<file path="config.mk">
export PLATFORM = sky130hd
export DESIGN_NAME = spi_bus_monitor
export DESIGN_NICKNAME = d
export VERILOG_FILES = /design/src/rtl/spi_bus_monitor.sv
export SDC_FILE = /design/constraint.sdc
export NUM_CORES = 1
export LEC_CHECK = 0
export CAP_MARGIN = 20
export CORE_ASPECT_RATIO = 0.8
export CORE_MARGIN = 2
export CORE_UTILIZATION = 30
export DETAILED_ROUTE_END_ITERATION = 8
export DONT_BUFFER_PORTS = 1
export GPL_TIMING_DRIVEN = 0
export PLACE_DENSITY = 0.47
export SYNTH_ARGS = -nofsm -noshare
export SYNTH_HDL_FRONTEND = slang
export SYNTH_SLANG_ARGS = --single-unit
</file>
<file path="constraint.sdc">
create_clock -name clk -period 2.2 [get_ports clk]
set_input_delay 0.66 -clock clk [delete_from_list [all_inputs] [get_ports clk]]
set_output_delay 0.66 -clock clk [all_outputs]
set_load 0.02 [all_outputs]
</file>
<file path="src/rtl/spi_bus_monitor.sv">
module spi_bus_monitor #(
  parameter int W     = 8,
  parameter int CYC_W = 16
) (
  input  logic             clk,
  input  logic             rst_n,
  input  logic             cfg_cpol,
  input  logic             cfg_cpha,
  input  logic             cfg_lsb_first,
  input  logic             cfg_cs_active_high,
  input  logic             cfg_cs_used,
  input  logic             en_mosi,
  input  logic             en_miso,
  input  logic             spi_sclk,
  input  logic             spi_mosi,
  input  logic             spi_miso,
  input  logic             spi_cs,
  output logic             word_valid,
  input  logic             word_ready,
  output logic [W-1:0]     word_mosi,
  output logic [W-1:0]     word_miso,
  output logic             word_mosi_ok,
  output logic             word_miso_ok,
  output logic [CYC_W-1:0] word_cycles,
  output logic             word_cs_warn,
  output logic             overflow,
  output logic             cs_evt_valid,
  output logic             cs_evt_old,
  output logic             cs_evt_old_known,
  output logic             cs_evt_new,
  output logic             cs_evt_new_known
);
  localparam int CNT_W = $clog2(W + 1);

  logic [1:0] sy_sclk, sy_mosi, sy_miso, sy_cs;
  logic [1:0] arm;
  logic live, sclk_q, cs_q, warn_q;
  logic [CNT_W-1:0] cnt;
  logic [W-1:0] acc_mo, acc_mi;
  logic [CYC_W-1:0] dur;

  always_ff @(posedge clk or negedge rst_n)
    if (!rst_n) begin
      sy_sclk <= '0; sy_mosi <= '0; sy_miso <= '0; sy_cs <= '0;
    end else begin
      sy_sclk <= {sy_sclk[0], spi_sclk};
      sy_mosi <= {sy_mosi[0], spi_mosi};
      sy_miso <= {sy_miso[0], spi_miso};
      sy_cs   <= {sy_cs[0], spi_cs};
    end

  wire sclk_s = sy_sclk[1];
  wire cs_s   = sy_cs[1];
  wire rise   = sclk_s & ~sclk_q;
  wire fall   = ~sclk_s & sclk_q;
  wire cap    = live & ((cfg_cpol ^ cfg_cpha) ? fall : rise);
  wire cs_chg = live & cfg_cs_used & (cs_s != cs_q);
  wire cs_on  = cfg_cs_active_high ? cs_s : ~cs_s;
  wire first  = cs_chg | (cnt == '0);

  logic [CNT_W-1:0] idx, pos;
  logic [W-1:0] mask, nxt_mo, nxt_mi;
  logic [CYC_W-1:0] dur_inc;
  logic last, warn_now;

  always_comb begin
    idx      = first ? '0 : cnt;
    pos      = cfg_lsb_first ? idx : CNT_W'(W - 1) - idx;
    mask     = {{(W-1){1'b0}}, 1'b1} << pos;
    nxt_mo   = (first ? '0 : acc_mo) | (sy_mosi[1] ? mask : '0);
    nxt_mi   = (first ? '0 : acc_mi) | (sy_miso[1] ? mask : '0);
    last     = cap & (idx == CNT_W'(W - 1));
    dur_inc  = (&dur) ? dur : dur + 1'b1;
    warn_now = first ? (cfg_cs_used & ~cs_on) : warn_q;
  end

  // bit assembly
  always_ff @(posedge clk or negedge rst_n)
    if (!rst_n) begin
      cnt <= '0; acc_mo <= '0; acc_mi <= '0; dur <= '0; warn_q <= 1'b0;
    end else begin
      dur <= (cap & first) ? CYC_W'(1) : dur_inc;
      if (cap) begin
        cnt    <= last ? '0 : idx + 1'b1;
        acc_mo <= nxt_mo;
        acc_mi <= nxt_mi;
        warn_q <= warn_now;
      end else if (cs_chg) begin
        cnt <= '0;
      end
    end

  // startup and chip-select events
  always_ff @(posedge clk or negedge rst_n)
    if (!rst_n) begin
      arm <= '0; live <= 1'b0; sclk_q <= 1'b0; cs_q <= 1'b0;
      cs_evt_valid <= 1'b0; cs_evt_old <= 1'b0; cs_evt_old_known <= 1'b0;
      cs_evt_new <= 1'b0; cs_evt_new_known <= 1'b0;
    end else if (!live) begin
      arm <= arm + 1'b1;
      cs_evt_valid <= 1'b0;
      if (arm == 2'd2) begin
        live             <= 1'b1;
        sclk_q           <= sclk_s;
        cs_q             <= cs_s;
        cs_evt_valid     <= 1'b1;
        cs_evt_old       <= 1'b0;
        cs_evt_old_known <= 1'b0;
        cs_evt_new       <= cfg_cs_used & cs_s;
        cs_evt_new_known <= cfg_cs_used;
      end
    end else begin
      sclk_q       <= sclk_s;
      cs_q         <= cs_s;
      cs_evt_valid <= cs_chg;
      if (cs_chg) begin
        cs_evt_old       <= cs_q;
        cs_evt_new       <= cs_s;
        cs_evt_old_known <= 1'b1;
        cs_evt_new_known <= 1'b1;
      end
    end

  // one-entry word holding register
  wire hold = word_valid & ~word_ready;

  always_ff @(posedge clk or negedge rst_n)
    if (!rst_n) begin
      word_valid <= 1'b0; word_mosi <= '0; word_miso <= '0;
      word_mosi_ok <= 1'b0; word_miso_ok <= 1'b0;
      word_cycles <= '0; word_cs_warn <= 1'b0; overflow <= 1'b0;
    end else if (last & hold) begin
      overflow <= 1'b1;
    end else if (last) begin
      word_valid   <= 1'b1;
      word_mosi    <= en_mosi ? nxt_mo : '0;
      word_miso    <= en_miso ? nxt_mi : '0;
      word_mosi_ok <= en_mosi;
      word_miso_ok <= en_miso;
      word_cycles  <= first ? CYC_W'(1) : dur_inc;
      word_cs_warn <= warn_now;
    end else if (word_ready) begin
      word_valid <= 1'b0;
    end
endmodule

</file>
==> metrics.txt <==
max-slew violation count 0; largest net degree at the start of global routing 63; Buffers & Inverters on Critical Path 1; num rows 38; Crit path max-delay family simple AND/OR/NAND/NOR gates; crit path time final 2.08 ns; Startpoint Class flip-flop; Synth top cells by count dfrtp_1, inv_1, nand2_1; Worst path slowest cell nor4_1; maximum vdd ir drop 0.489 mV; clock sinks 92; number of diodes 0; # nets final 413; status completed; #FFs+latches synth 92; ranking of synthesized cells by area dfrtp_1, mux2i_1, o2bb2ai_1; CTS tree done; Final Hold Viols 0; DR vias 2867; # IOs 56; Avg Cell Area, Syn 11.0 sq um; Reg-to-Reg End acc_mo[1]; Starting DRT DRC Count 175; TritonCTS Buffers 9; vias per cell 4.95; sequential share of the synthesized area 55.0%; biggest area consumer among synthesized cells dfrtp_1; Remaining DRCs 0; Total Power 4580 uW; Leak 0.00207 uW; WS Path Type reg2reg; synth unique cells 59; first-pass GRT wire length 16.5 mm; Die X 136 um; Overflow after GRT 0; IO buf count 0; final WL 10.1 mm; Primary FF master, synth dfrtp_1; worst-margin pin slew 0.628 ns; initial antenna violation count 0; post-synth top area share 55.0%; worst path cell trace nor4_1 -> a31oi_1 -> nand2b_1 -> clkbuf_1 -> o2bb2ai_1; Slew HR 57.8%; worst r2r src cnt[0]; TritonRoute pass-1 iters 4; Yosys warnings 0; max_cap viols 0; CP max FO 10; number of synthesized flops with an enable pin 0; setup skew after layout 0.00885 ns; count leader, synth dfrtp_1; root buffer cell clkbuf_16; reg2reg path depth 5; RSZ-0062 raised after global routing no; Die Footprint 14900 sq um; Initial Util 30.8%; post-DP HPWL 6.98 mm; asr flop ratio synth 100%; Final period util 94.7%; synthesized area 4190 sq um; Post-Route Setup TNS 0 ns; # setup viols final 0; clock transition at the registers of the reported paths 0.07 ns; GRT Total Usage 14.8%; Fmax achieved 0.480 GHz; worst skew pair latency 0.35 ns; delay of the slowest cell on the worst path 0.61 ns; Routed Antenna Nets 0; setup slack, reg-to-reg 0.12 ns; Critical Path End Type flip-flop; worst endpoint data arrival time 2.30 ns; Mapped Nets 397; vias in the first global route 2962; H-Tree Depth 3; Die H 110 um; mean routed wirelength per cell 17.4 um; min-delay worst type in2async; routability cong. 0.805; Syn-to-layout area delta 14.1%; core region area 13600 sq um; Cells after Synth 380; Clock Path Buffers 2; CP Data Required Time 2.41 ns; pwr dens 960 nW/um^2; fraction of layout cells with a size suffix above 1 13.0%
[metrics by stage]
step	hold WS, ns	cell area, sq um	cells	utilization [%]	setup WS, ns
finish	0.147	4770	579	35.1	0.118
global route	0.141	4770	579	35.1	0.000276
CTS	0.141	4740	576	34.8	0.0215
detailed placement	0.337	4410	560	32.4	-0.129
global placement	0.335	4410	560	32.4	-0.120
floorplan	0.331	4190	380	-	0.218
[worst register-to-register path, stage by stage, from the launching register on]
cell and delay, ns:
dfrtp_1 0.46, nor4_1 0.61, a31oi_1 0.17, nand2b_1 0.20
clkbuf_1 0.28, o2bb2ai_1 0.22
[metal layers]
metal  track usage (%)  wire length [um]
met5                 0                 0
met4              3.57               114
met3              5.62               582
met2              22.4              4500
met1              20.2              4900
[kinds of logic (layout without fill, tap and decap cells)]
logic type | Yosys count | after routing | synth area share (%)
DFF | 92 | 92 | 55.0
buffers and inverters | 49 | 68 | 4.87
and+or+nand+nor | 108 | 108 | 14.4
adders and majority gates | 3 | 3 | 0.897
muxes | 31 | 31 | 7.92
AOI/OAI and AO/OA | 88 | 88 | 14.6
xor gates and xnor gates | 9 | 9 | 2.24
[power breakdown]
group	switching (uW)	internal, uW	leakage, uW
clock network	659	871	0.000135
logic	446	314	0.000833
registers	344	1950	0.00110
[state kept, by name, summed over array words and instances, names as in the netlist, 2 cells and up]
name         count
word_cycles     16
cnt              4
arm              2
sy_cs            2
sy_sclk          2
dur             16
word_mosi        8
acc_mi           8
word_miso        8
acc_mo           8
sy_mosi          2
sy_miso          2
[how the worst max path moves through the flow]
stage | from | endpoint | cells after the start
after floorplan | cfg_cs_used | word_mosi_ok | 6
after global placement | cfg_cs_used | word_mosi_ok | 6
after detailed placement | cfg_cs_used | word_mosi_ok | 6
after CTS | live | cnt[2] | 6
after global routing | cnt[0] | acc_mi[4] | 5
final | cnt[0] | acc_mo[1] | 5
[cell type report]
class | instances | area, sq um
clock buffers | 10 | 229
repair buffers | 5 | 70.1
inverters | 32 | 120
plain buffers | 17 | 86.3
multi-input cells | 239 | 1690
fillers | 1398 | 8820
clock inverters | 4 | 51.3
well taps | 180 | 225
flip-flops and latches | 92 | 2300
[placed cells by master (no fill, tap or decap), types with 9 or more instances in the layout]
cell,count
a21oi_1,9
mux2_2,9
dfrtp_1,92
clkbuf_16,9
nor3_1,9
o21ai_0,21
nor2_1,12
mux2i_1,19
a31oi_1,9
inv_1,32
nand4_1,16
nand2_1,27
o2bb2ai_1,16
[timing repair]
action                                 CTS  global route
buffers inserted                         0             3
setup endpoints to repair                0             7
endpoints found under the hold margin   62             0
resized for setup                        0             6
hold buffers                             2             0
Note: power is estimated with default switching activity, not from simulation.
